===== src/rtl/sram_ctl_pkg.sv =====
package sram_ctl_pkg;

   typedef enum logic [2:0] {
      ST_IDLE,
      ST_RD_ACC,
      ST_WR_SETUP,
      ST_WR_PULSE,
      ST_WR_HOLD,
      ST_RECOVER
   } ctl_state_e;

   typedef enum int {
      TM_CYCLE,
      TM_ACC,
      TM_CE_ACC,
      TM_OE_ACC,
      TM_WP,
      TM_DS,
      TM_REC_CE
   } timing_e;

   localparam int NUM_GRADES = 4;

   // speed-grade timing table in nanoseconds
   function automatic int grade_time_ns(input int grade, input timing_e which);
      int t;
      case (which)
         TM_CYCLE, TM_ACC, TM_CE_ACC:
            case (grade)
               0: t = 100;
               1: t = 120;
               2: t = 150;
               default: t = 200;
            endcase
         TM_OE_ACC:
            case (grade)
               0: t = 50;
               1: t = 60;
               2: t = 70;
               default: t = 100;
            endcase
         TM_WP:
            case (grade)
               0: t = 75;
               1: t = 90;
               2: t = 100;
               default: t = 150;
            endcase
         TM_DS:
            case (grade)
               0: t = 40;
               1: t = 50;
               2: t = 60;
               default: t = 80;
            endcase
         default: t = 10;
      endcase
      return t;
   endfunction

   function automatic int ceil_div(input int num, input int den);
      return (num + den - 1) / den;
   endfunction

   function automatic int max2(input int a, input int b);
      return (a > b) ? a : b;
   endfunction

endpackage


===== src/rtl/sram_phase_timer.sv =====
module sram_phase_timer #(
   parameter int CNT_W = 4
) (
   input  logic             clk,
   input  logic             rst_n,
   input  logic             load,
   input  logic [CNT_W-1:0] load_val,
   output logic             expired
);

   logic [CNT_W-1:0] cnt_q;

   initial begin
      assert (CNT_W >= 1) else $error("sram_phase_timer: CNT_W must be at least 1");
   end

   always_ff @(posedge clk or negedge rst_n) begin
      if (!rst_n) begin
         cnt_q <= '0;
      end else if (load) begin
         cnt_q <= load_val;
      end else if (cnt_q != '0) begin
         cnt_q <= cnt_q - 1'b1;
      end
   end

   assign expired = (cnt_q == '0);

endmodule


===== src/rtl/sram_req_hold.sv =====
module sram_req_hold #(
   parameter int ADDR_W = 11,
   parameter int DATA_W = 8
) (
   input  logic              clk,
   input  logic              rst_n,
   input  logic              push,
   input  logic              push_we,
   input  logic [ADDR_W-1:0] push_addr,
   input  logic [DATA_W-1:0] push_data,
   input  logic              pop,
   output logic              full,
   output logic              held_we,
   output logic [ADDR_W-1:0] held_addr,
   output logic [DATA_W-1:0] held_data
);

   logic valid_q;

   always_ff @(posedge clk or negedge rst_n) begin
      if (!rst_n) begin
         valid_q   <= 1'b0;
         held_we   <= 1'b0;
         held_addr <= '0;
         held_data <= '0;
      end else if (push && !valid_q) begin
         valid_q   <= 1'b1;
         held_we   <= push_we;
         held_addr <= push_addr;
         held_data <= push_data;
      end else if (pop) begin
         valid_q   <= 1'b0;
      end
   end

   assign full = valid_q;

   // slot content must not change while it waits
   assert_hold_stable_R8: assert property (@(posedge clk) disable iff (!rst_n)
      (valid_q && $past(valid_q) && !$past(pop)) |->
         ($stable(held_addr) && $stable(held_data) && $stable(held_we)));

endmodule


===== src/rtl/async_sram_ctl.sv =====
module async_sram_ctl
   import sram_ctl_pkg::*;
#(
   parameter int CLK_PERIOD_NS = 10,
   parameter int SPEED_GRADE   = 0,
   parameter int ADDR_W        = 11,
   parameter int DATA_W        = 8,
   parameter bit PARK_DQ_LOW   = 1'b1
) (
   input  logic              clk,
   input  logic              rst_n,
   input  logic              req,
   output logic              req_ready,
   input  logic              req_we,
   input  logic [ADDR_W-1:0] req_addr,
   input  logic [DATA_W-1:0] req_wdata,
   output logic              done,
   output logic [DATA_W-1:0] rdata,
   output logic [ADDR_W-1:0] mem_addr,
   output logic              mem_ce_n,
   output logic              mem_we_n,
   output logic              mem_oe_n,
   output logic [DATA_W-1:0] mem_dq_out,
   output logic              mem_dq_oe,
   input  logic [DATA_W-1:0] mem_dq_in
);

   // ---------------- derived phase lengths ----------------
   localparam int T_CYC   = grade_time_ns(SPEED_GRADE, TM_CYCLE);
   localparam int T_ACC   = grade_time_ns(SPEED_GRADE, TM_ACC);
   localparam int T_CEA   = grade_time_ns(SPEED_GRADE, TM_CE_ACC);
   localparam int T_OEA   = grade_time_ns(SPEED_GRADE, TM_OE_ACC);
   localparam int T_WP    = grade_time_ns(SPEED_GRADE, TM_WP);
   localparam int T_DS    = grade_time_ns(SPEED_GRADE, TM_DS);
   localparam int T_REC   = grade_time_ns(SPEED_GRADE, TM_REC_CE);

   localparam int RD_CYC  = max2(1, ceil_div(max2(T_ACC, max2(T_CEA, T_OEA)), CLK_PERIOD_NS));
   localparam int WP_CYC  = max2(1, max2(ceil_div(max2(T_WP, T_DS), CLK_PERIOD_NS),
                                         ceil_div(T_CYC, CLK_PERIOD_NS) - 2));
   localparam int REC_CYC = max2(1, ceil_div(T_REC, CLK_PERIOD_NS));
   localparam int MAX_CYC = max2(RD_CYC, max2(WP_CYC, REC_CYC));
   localparam int CNT_W   = max2(1, $clog2(MAX_CYC + 1));

   localparam logic [CNT_W-1:0] RD_LOAD  = CNT_W'(RD_CYC - 1);
   localparam logic [CNT_W-1:0] WP_LOAD  = CNT_W'(WP_CYC - 1);
   localparam logic [CNT_W-1:0] REC_LOAD = CNT_W'(REC_CYC - 1);

   initial begin
      assert (CLK_PERIOD_NS > 0) else $error("async_sram_ctl: clock period must be positive");
      assert (SPEED_GRADE >= 0 && SPEED_GRADE < NUM_GRADES)
         else $error("async_sram_ctl: unknown speed grade");
      assert (ADDR_W >= 1 && DATA_W >= 1) else $error("async_sram_ctl: bad bus widths");
   end

   // ---------------- request slot ----------------
   logic              slot_full;
   logic              slot_we;
   logic [ADDR_W-1:0] slot_addr;
   logic [DATA_W-1:0] slot_data;
   logic              slot_pop;

   sram_req_hold #(.ADDR_W(ADDR_W), .DATA_W(DATA_W)) u_hold (
      .clk       (clk),
      .rst_n     (rst_n),
      .push      (req),
      .push_we   (req_we),
      .push_addr (req_addr),
      .push_data (req_wdata),
      .pop       (slot_pop),
      .full      (slot_full),
      .held_we   (slot_we),
      .held_addr (slot_addr),
      .held_data (slot_data)
   );

   assign req_ready = !slot_full;

   // ---------------- phase timer ----------------
   logic             tmr_load;
   logic [CNT_W-1:0] tmr_val;
   logic             tmr_expired;

   sram_phase_timer #(.CNT_W(CNT_W)) u_timer (
      .clk      (clk),
      .rst_n    (rst_n),
      .load     (tmr_load),
      .load_val (tmr_val),
      .expired  (tmr_expired)
   );

   // ---------------- sequencer ----------------
   ctl_state_e state_q, state_d;
   logic       start;
   logic       finish_rd;
   logic       finish_wr;

   always_comb begin
      state_d   = state_q;
      tmr_load  = 1'b0;
      tmr_val   = '0;
      start     = 1'b0;
      finish_rd = 1'b0;
      finish_wr = 1'b0;
      case (state_q)
         ST_IDLE: begin
            if (slot_full) begin
               start = 1'b1;
               if (slot_we) begin
                  state_d = ST_WR_SETUP;
               end else begin
                  state_d  = ST_RD_ACC;
                  tmr_load = 1'b1;
                  tmr_val  = RD_LOAD;
               end
            end
         end
         ST_RD_ACC: begin
            if (tmr_expired) begin
               state_d   = ST_RECOVER;
               finish_rd = 1'b1;
               tmr_load  = 1'b1;
               tmr_val   = REC_LOAD;
            end
         end
         ST_WR_SETUP: begin
            state_d  = ST_WR_PULSE;
            tmr_load = 1'b1;
            tmr_val  = WP_LOAD;
         end
         ST_WR_PULSE: begin
            if (tmr_expired) begin
               state_d = ST_WR_HOLD;
            end
         end
         ST_WR_HOLD: begin
            state_d   = ST_RECOVER;
            finish_wr = 1'b1;
            tmr_load  = 1'b1;
            tmr_val   = REC_LOAD;
         end
         ST_RECOVER: begin
            if (tmr_expired) begin
               state_d = ST_IDLE;
            end
         end
         default: state_d = ST_IDLE;
      endcase
   end

   assign slot_pop = start;

   // ---------------- registered bus controls ----------------
   logic              ce_n_d, we_n_d, oe_n_d, dq_oe_d;
   logic              dq_oe_q;
   logic [DATA_W-1:0] wdata_q;

   always_comb begin
      ce_n_d  = !(state_d == ST_RD_ACC   || state_d == ST_WR_SETUP ||
                  state_d == ST_WR_PULSE || state_d == ST_WR_HOLD);
      oe_n_d  = (state_d != ST_RD_ACC);
      we_n_d  = (state_d != ST_WR_PULSE);
      dq_oe_d = (state_d == ST_WR_PULSE) || (state_d == ST_WR_HOLD);
   end

   always_ff @(posedge clk or negedge rst_n) begin
      if (!rst_n) begin
         state_q  <= ST_IDLE;
         mem_ce_n <= 1'b1;
         mem_we_n <= 1'b1;
         mem_oe_n <= 1'b1;
         dq_oe_q  <= 1'b0;
         mem_addr <= '0;
         wdata_q  <= '0;
         done     <= 1'b0;
         rdata    <= '0;
      end else begin
         state_q  <= state_d;
         mem_ce_n <= ce_n_d;
         mem_we_n <= we_n_d;
         mem_oe_n <= oe_n_d;
         dq_oe_q  <= dq_oe_d;
         done     <= finish_rd || finish_wr;
         if (start) begin
            mem_addr <= slot_addr;
            wdata_q  <= slot_data;
         end
         if (finish_rd) begin
            rdata <= mem_dq_in;
         end
      end
   end

   assign mem_dq_oe = dq_oe_q;

   generate
      if (PARK_DQ_LOW) begin : g_park_low
         assign mem_dq_out = dq_oe_q ? wdata_q : '0;
      end else begin : g_park_hold
         assign mem_dq_out = wdata_q;
      end
   endgenerate

   // ---------------- assertions ----------------
   logic [CNT_W:0] we_low_cnt;

   always_ff @(posedge clk or negedge rst_n) begin
      if (!rst_n) begin
         we_low_cnt <= '0;
      end else if (!mem_we_n) begin
         if (we_low_cnt != '1) we_low_cnt <= we_low_cnt + 1'b1;
      end else begin
         we_low_cnt <= '0;
      end
   end

   assert_read_strobes_R2: assert property (@(posedge clk) disable iff (!rst_n)
      !mem_oe_n |-> (!mem_ce_n && mem_we_n));

   assert_we_after_setup_R4: assert property (@(posedge clk) disable iff (!rst_n)
      $fell(mem_we_n) |-> ($past(!mem_ce_n) && $past(mem_we_n)));

   assert_we_pulse_width_R4: assert property (@(posedge clk) disable iff (!rst_n)
      $rose(mem_we_n) |-> (we_low_cnt == (CNT_W+1)'(WP_CYC)));

   assert_data_driven_in_pulse_R5: assert property (@(posedge clk) disable iff (!rst_n)
      !mem_we_n |-> mem_dq_oe);

   assert_no_contention_R5: assert property (@(posedge clk) disable iff (!rst_n)
      mem_dq_oe |-> mem_oe_n);

   assert_addr_stable_R6: assert property (@(posedge clk) disable iff (!rst_n)
      (!mem_ce_n && $past(!mem_ce_n)) |-> $stable(mem_addr));

   assert_recovery_gap_R7: assert property (@(posedge clk) disable iff (!rst_n)
      $rose(mem_ce_n) |=> mem_ce_n);

   assert_done_single_R9: assert property (@(posedge clk) disable iff (!rst_n)
      done |=> !done);

   assert_done_with_ce_rise_R9: assert property (@(posedge clk) disable iff (!rst_n)
      done |-> ($rose(mem_ce_n)));

endmodule


===== config.mk =====
export PLATFORM = sky130hd
export DESIGN_NAME = async_sram_ctl
export DESIGN_NICKNAME = d
export VERILOG_FILES = /design/src/rtl/sram_ctl_pkg.sv /design/src/rtl/sram_phase_timer.sv /design/src/rtl/sram_req_hold.sv /design/src/rtl/async_sram_ctl.sv
export SDC_FILE = /design/constraint.sdc
export NUM_CORES = 1
export LEC_CHECK = 0
export ABC_AREA = 1
export BUFFER_PORTS_ARGS = -buffer_cell sky130_fd_sc_hd__buf_4
export CORE_AREA = 2 2 82 84
export DETAILED_ROUTE_END_ITERATION = 8
export DIE_AREA = 0 0 84 86
export SYNTH_ARGS = -nofsm -noshare
export SYNTH_HDL_FRONTEND = slang
export SYNTH_SLANG_ARGS = --single-unit

===== constraint.sdc =====
create_clock -name clk -period 2 [get_ports clk]
set_clock_uncertainty 0.2 [all_clocks]
set_input_delay 0.1 -clock clk [delete_from_list [all_inputs] [get_ports clk]]
set_output_delay 0.1 -clock clk [all_outputs]
set_load 0.02 [all_outputs]

==> results of run 1 <==
==> critical path: cells and delay by family, from the launching register on <==
kind                       cells  cell delay, ns
and+or+nand+nor                4            0.60
DFF                            1            0.38
buffers and inverters          2            0.28
adders and majority gates      1            0.22
==> worst paths after layout <==
check / end / slack, ns / cells after the start
worst max register to register: rdata[1] / 0.21 / 7
min in group clk: wdata_q[3] / 0.28 / 2
worst min-delay path: state_q[0] / 0.18 / 2
max in group asynchronous: wdata_q[2] / 0.93 / 2
worst min register to register: wdata_q[3] / 0.28 / 2
worst max-delay path: rdata[1] / 0.21 / 7
==> state kept, by name, indices dropped and copies added (netlist names) <==
register	flops
done	1
mem_addr	11
mem_ce_n	1
mem_dq_oe	1
mem_oe_n	1
mem_we_n	1
rdata	8
state_q	3
u_hold.full	1
u_hold.held_addr	11
u_hold.held_data	8
u_hold.held_we	1
u_timer.cnt_q	4
wdata_q	8
==> kinds of logic after synthesis <==
kind of cell    synth area share, %
flops                          60.5
fa+ha+maj                     0.503
buf+inv                        9.16
xor+xnor                       1.06
compound gates                 10.1
simple gates                   18.7
==> placed cells by master (no fill, tap or decap), drive strengths merged <==
cell and n:
buf 66, nand2 66, dfrtp 57, inv 46
dlygate4sd3 30, nor2 30, a21oi 23, o21ai 21
clkbuf 12, nand3 7, dfstp 3, nor3 3
nand4 2, xor2 2, o21bai 2, clkinvlp 2
clkinv 2, o21a 1, a211oi 1, nor4 1
xnor2 1, ha 1
==> repair_timing <==
item,4_1_cts,5_1_grt
endpoints found under the hold margin,86,0
resized for setup,0,0
setup endpoints to repair,0,0
hold buffers,30,0
==> per-layer routing <==
metal | global-route usage, % | share of wire (%)
met1 | 20.1 | 48
met2 | 24.0 | 45
met3 | 4.14 | 5.1
met4 | 7.04 | 1.2
met5 | 0 | 0
==> where the power goes <==
group	switching (mW)	internal, mW
Sequential	0.347	1.84
Clock	0.452	0.479
Combinational	1.41	0.985
==> final cells by class <==
class,instances,area [um^2]
clock buffers,12,145
clock inverters,4,25.0
fillers,597,2780
inverters,46,173
multi-input cells,161,753
flip-flops and latches,60,1510
well taps,77,96.3
repair buffers,96,796
==> stage by stage <==
stage	hold slack [ns]	cell area [um^2]	total power, mW	cells	utilization [%]
after global routing	0.269	3490	6.01	456	55.7
after floorplan	-0.396	2490	3.75	277	-
after CTS	0.205	3490	5.60	456	55.7
after global placement	0.0255	3020	4.53	410	48.2
after detailed placement	0.0236	3020	4.60	410	48.2
final	0.177	3490	5.52	456	55.7
==> flow_summary.rst, run 1 <==
.. list-table::
   :header-rows: 1

   * - Metric
     - Value
   * - Outcome
     - finished clean
   * - Die outline area
     - 7220 um^2
   * - Total via count after detailed routing
     - 2020
   * - Cell with the biggest individual delay on the critical path
     - dfrtp_1
   * - Endpoint arrival time on the critical path
     - 1.80 ns
   * - Drt first-iter violations
     - 93
   * - Warnings, synthesis
     - 0
   * - Synth Net Count
     - 309
   * - Die outline width
     - 84 um
   * - Number of flops mapped to enable cells by yosys
     - 0
   * - Layout overhead on the synthesized area
     - 40.5%
   * - Core region area
     - 6280 um^2
   * - Setup Buffers After CTS
     - 0
   * - Kind of end point of the critical path
     - flip-flop
   * - Total clock sinks
     - 60
   * - Sequence of cells on the critical path
     - inv_1, ha_1, nand2_1, nor2_4, inv_1, nand2_1, nand2_1
   * - Hold Vio Cnt, Final
     - 0
   * - Post-synth top area cell
     - dfrtp_1
   * - Proportion of layout cells with a drive suffix above 1
     - 24.0%
   * - Wire length of the first global-routing pass
     - 8790 um
   * - Placement Rows
     - 29
   * - Final Max Slew Viols
     - 0
   * - Main area contributors after synthesis
     - dfrtp_1 (57%), nand2_1 (9.7%), inv_1 (6.8%)
   * - Post-synth top cells
     - nand2_1 (64), dfrtp_1 (57), inv_1 (45), nor2_1 (26), a21oi_1 (23)
   * - Share of the synthesized area in the top cell type
     - 57.4%
   * - Source of the worst register-to-register timing path
     - u_timer.cnt_q[0]
   * - Clock buffer count from CTS
     - 9
   * - Longest individual stage delay on the worst path
     - between 0.3 and 0.4 ns
   * - Final worst slack
     - 0.213 ns
   * - Final clock period utilization by the worst path
     - between 80% and 90%
   * - Final Routed Wirelength
     - 5070 um
   * - Setup repair after global routing missed its margin
     - false
   * - Wire length per cell after detailed routing
     - around 11 um
   * - Half-perimeter wire length after detailed placement
     - approximately 3300 um
   * - Final #Nets
     - 406
   * - Number of distinct library cells after synthesis
     - 26
   * - Clock latency reported for the late side of the worst-skew pair
     - 0.32 ns
   * - Drc violations
     - 0
   * - Class of the most critical setup path
     - flip-flop to flip-flop
   * - Diode count
     - 0
   * - Min Clock Period, post-route
     - 1.79 ns
   * - Top fanout value on the critical path
     - 10
   * - Worst Tran Pin Value
     - 0.739 ns
   * - Final weighted congestion in routability-driven placement
     - 0.771
   * - Number of violations of the max-capacitance limit
     - 0
   * - Post-Place Setup Slack
     - 0.221 ns
   * - Setup-failing EPs final
     - 0
   * - Cell with the most instances after synthesis
     - nand2_1
   * - Worst vdd rail ir drop
     - roughly 0.78 mV
   * - Leakage power of the design
     - 1.87 nW
   * - Initial Utilization
     - around two fifths
   * - GRT Util Overall
     - 15.4%
   * - Yosys reg bits
     - 60
   * - CTS root buffer
     - clkbuf_8
   * - Origin of the worst setup path
     - u_timer.cnt_q[0]
   * - Average cell area after synthesis
     - 8.98 um^2
   * - Cell area after synthesis
     - roughly 2500 um^2
   * - Highest achievable clock rate
     - between 0.5 and 0.6 GHz
   * - Count of nets left with antenna violations after detail routing
     - 0
   * - Nature of the critical path startpoint
     - flip-flop
   * - Total grt overflow
     - 0
   * - PD cells
     - 1580 nW/um^2
   * - Primary flip-flop cell chosen by synthesis mapping
     - dfrtp_1
   * - Number of top-level design ports
     - 64
   * - Hold crit path type
     - input port to asynchronous set/reset pin
   * - Setup TNS Final
     - 0 ns
   * - Endpoint required time on the critical path
     - 2.01 ns
   * - Vias in the first global route
     - 1970
   * - Antenna violations before repair
     - 0
   * - Sequential element share of the synthesized area
     - approximately 61%
   * - Number of levels in the clock H-tree
     - 3
   * - Vias per Instance
     - 4.43
   * - Floorplan die height
     - 86 um
   * - Worst relative slew slack
     - 50.7%
   * - Clock-pin slew on the worst setup and hold paths
     - 0.06 ns
   * - Pin count of the biggest net entering global routing
     - 61
   * - Dominant cell type by count on the critical path
     - nand2_1
   * - Fraction of synthesis flops using an asynchronous set or reset pin
     - 100%
   * - First-pass iteration count of the detailed router
     - 4
   * - CTS tree
     - done
   * - Maximum clock path buffer count
     - 2
   * - Number of cells produced by synthesis
     - approximately 280
   * - # port buffers
     - 63
Power figures use the tool's default switching activity.
==> run 2, diff against run 1 <==
Settings changed: CTS_BUF_LIST set to sky130_fd_sc_hd__clkbuf_8.
==> run 2 against run 1 <==
Non-clock buffer count unchanged. First-iteration DRC count decreased by 3.2%. Clock-buffer cell count decreased by 2. Final area unchanged. Combinational power about the same. Global-route usage unchanged.
==> flow_summary.rst, run 2 (same netlist as run 1, synthesis figures left out) <==
.. list-table::
   :header-rows: 1

   * - Metric
     - Value
   * - Endpoint required time on the critical path
     - 2.02 ns (was 2.01 ns)
   * - Setup-failing EPs final
     - 0 (unchanged)
   * - Die outline area
     - 7220 um^2 (unchanged)
   * - Switching pwr
     - 2.21 mW (about the same)
   * - Commonest non-fill, non-tap cells in the layout
     - buf_4 (66), nand2_1 (64), dfrtp_1 (57) (unchanged)
   * - Diode count
     - 0 (unchanged)
   * - Post-Route Hold Slack
     - 0.175 ns (was 0.177 ns)
   * - Outcome
     - finished clean (unchanged)
   * - Vias in the first global route
     - 1970 (unchanged)
   * - Total grt overflow
     - 0 (unchanged)
   * - Placement Rows
     - 29 (unchanged)
   * - Critical path buffer and inverter count
     - 2 (unchanged)
   * - Family with the most delay on the worst path
     - simple AND/OR/NAND/NOR gates (unchanged)
   * - Floorplan die height
     - 86 um (unchanged)
   * - Worst relative slew slack
     - 50.5% (was 50.7%)
   * - Nature of the critical path startpoint
     - flip-flop (unchanged)
   * - Total via count after detailed routing
     - 2019 (was 2020)
   * - Initial Utilization
     - 39.6% (unchanged)
   * - PD cells
     - 1580 nW/um^2 (about the same)
   * - Drt first-iter violations
     - 90 (was 93)
   * - Final Routed Wirelength
     - 5080 um (was 5070 um)
   * - Share of total power consumed by net switching
     - 40.2% (was 40.1%)
   * - Top fanout value on the critical path
     - 10 (unchanged)
   * - Proportion of power drawn by the clock network
     - 16.8% (was 16.9%)
   * - Count of nets left with antenna violations after detail routing
     - 0 (unchanged)
   * - Worst Tran Pin Value
     - 0.742 ns (was 0.739 ns)
   * - Post-route core utilization
     - 55.7% (unchanged)
   * - Combinational share of power
     - 43.5% (was 43.4%)
   * - Wire length of the first global-routing pass
     - 8790 um (unchanged)
   * - Maximum clock path buffer count
     - 2 (unchanged)
   * - Largest registers ranked by flip-flop count
     - mem_addr: 11 flops, u_hold.held_addr: 11 flops (unchanged)
   * - Standard cell area after detailed placement
     - 3020 um^2 (unchanged)
   * - Wire length per cell after detailed routing
     - 11.1 um (about the same)
   * - Setup repair after global routing missed its margin
     - false (unchanged)
   * - Pin count of the biggest net entering global routing
     - 61 (unchanged)
   * - Antenna violations before repair
     - 0 (unchanged)
   * - Clock-pin slew on the worst setup and hold paths
     - 0.06 ns (about the same)
   * - Drc violations
     - 0 (unchanged)
   * - Internal
     - 3.30 mW (was 3.31 mW)
   * - Min Clock Period, post-route
     - 1.78 ns (was 1.79 ns)
   * - Cell with the biggest individual delay on the critical path
     - dfrtp_1 (unchanged)
   * - Clock buffer count from CTS
     - 9 (unchanged)
   * - Final clock period utilization by the worst path
     - 89.0% (was 89.3%)
   * - Final weighted congestion in routability-driven placement
     - 0.771 (unchanged)
   * - Number of violations of the max-capacitance limit
     - 0 (unchanged)
   * - Total clock sinks
     - 60 (unchanged)
   * - CTS root buffer
     - clkbuf_8 (unchanged)
   * - Leakage power of the design
     - 1.88 nW (was 1.87 nW)
   * - Hold crit path type
     - input port to asynchronous set/reset pin (unchanged)
   * - Longest individual stage delay on the worst path
     - 0.38 ns (about the same)
   * - Sequence of cells on the critical path
     - inv_1, ha_1, nand2_1, nor2_4, inv_1, nand2_1, nand2_1 (unchanged)
   * - Number of levels in the clock H-tree
     - 3 (unchanged)
   * - Final worst slack
     - 0.220 ns (was 0.213 ns)
   * - Kind of end point of the critical path
     - flip-flop (unchanged)
   * - Dominant cell type by count on the critical path
     - nand2_1 (unchanged)
   * - Endpoint arrival time on the critical path
     - 1.80 ns (about the same)
   * - CTS tree
     - done (unchanged)
   * - Clock latency reported for the late side of the worst-skew pair
     - 0.33 ns (was 0.32 ns)
   * - Setup TNS Final
     - 0 ns (unchanged)
   * - Class of the most critical setup path
     - flip-flop to flip-flop (unchanged)
   * - Highest achievable clock rate
     - 0.562 GHz (was 0.560 GHz)
   * - Proportion of layout cells with a drive suffix above 1
     - 24.0% (unchanged)
   * - Final #Nets
     - 406 (unchanged)
   * - GRT Util Overall
     - 15.4% (unchanged)
   * - Setup Buffers After CTS
     - 0 (unchanged)
   * - Layout overhead on the synthesized area
     - 40.5% (unchanged)
   * - Post-route cell area
     - 3490 um^2 (unchanged)
   * - Die outline width
     - 84 um (unchanged)
   * - Number of top-level design ports
     - 64 (unchanged)
   * - Final Max Slew Viols
     - 0 (unchanged)
   * - Vias per Instance
     - 4.43 (about the same)
   * - Core region area
     - 6280 um^2 (unchanged)
   * - Leading cell type in the layout, fill and taps excluded
     - buf_4 (unchanged)
   * - Hold Vio Cnt, Final
     - 0 (unchanged)
   * - Worst vdd rail ir drop
     - 0.775 mV (was 0.777 mV)
   * - # port buffers
     - 63 (unchanged)
   * - First-pass iteration count of the detailed router
     - 4 (unchanged)
   * - Reg power frac
     - 39.7% (about the same)
   * - Half-perimeter wire length after detailed placement
     - 3310 um (unchanged)
   * - Post-Place Setup Slack
     - 0.221 ns (unchanged)
-- run 2: changes by cell type in the layout (fill, tap and decap cells not counted) --
cell,before,now
clkbuf_1,2,0
inv_1,45,47
-- run 2: worst paths after layout --
check | startpoint | endpoint | slack [ns] | depth (start not counted)
setup / recovery | u_timer.cnt_q[0] | rdata[1] | 0.22 | 7
hold / removal | rst_n | state_q[0] | 0.18 | 2
setup reg to reg | u_timer.cnt_q[0] | rdata[1] | 0.22 | 7
hold reg to reg | rdata[7] | rdata[7] | 0.28 | 2
max in group asynchronous | rst_n | wdata_q[2] | 0.93 | 2
min in group clk | rdata[7] | rdata[7] | 0.28 | 2
-- run 2: power groups by stage --
stage                     Combinational, mW  Sequential (mW)  Clock, mW
after floorplan                        1.35             2.40          0
after global placement                 2.33             2.20          0
after detailed placement               2.39             2.21          0
after CTS                              2.44             2.19      0.960
after global routing                   2.73             2.26       1.01
final                                  2.39             2.19      0.926
-- run 2: layout make-up --
class | instances | area [um^2]
Tap cell | 77 | 96.3
Fill cell | 597 | 2780
Timing Repair Buffer | 96 | 796
Multi-Input combinational cell | 161 | 753
Clock inverter | 6 | 32.5
Sequential cell | 60 | 1510
Inverter | 46 | 173
Clock buffer | 10 | 138
-- run 2: stage by stage --
stage                     total power, mW  instances
after floorplan                      3.75        277
after global placement               4.53        410
after detailed placement             4.60        410
after CTS                            5.59        456
after global routing                 6.00        456
final                                5.51        456
-- run 2: metal layers --
metal | part of all wire [%] | vias to the layer above | GRT usage, %
met3 | 5.3 | 10 | 4.14
met4 | 1.7 | 0 | 7.04
met1 | 48 | 920 | 20.1
li1 | - | 1043 | -
met5 | 0 | - | 0
met2 | 45 | 46 | 24.0
-- run 2: repair_timing --
| action | in CTS | in global routing |
|---|---|---|
| gates resized for setup | 0 | 0 |
| endpoints found under the hold margin | 86 | 0 |
| hold buffers | 30 | 0 |
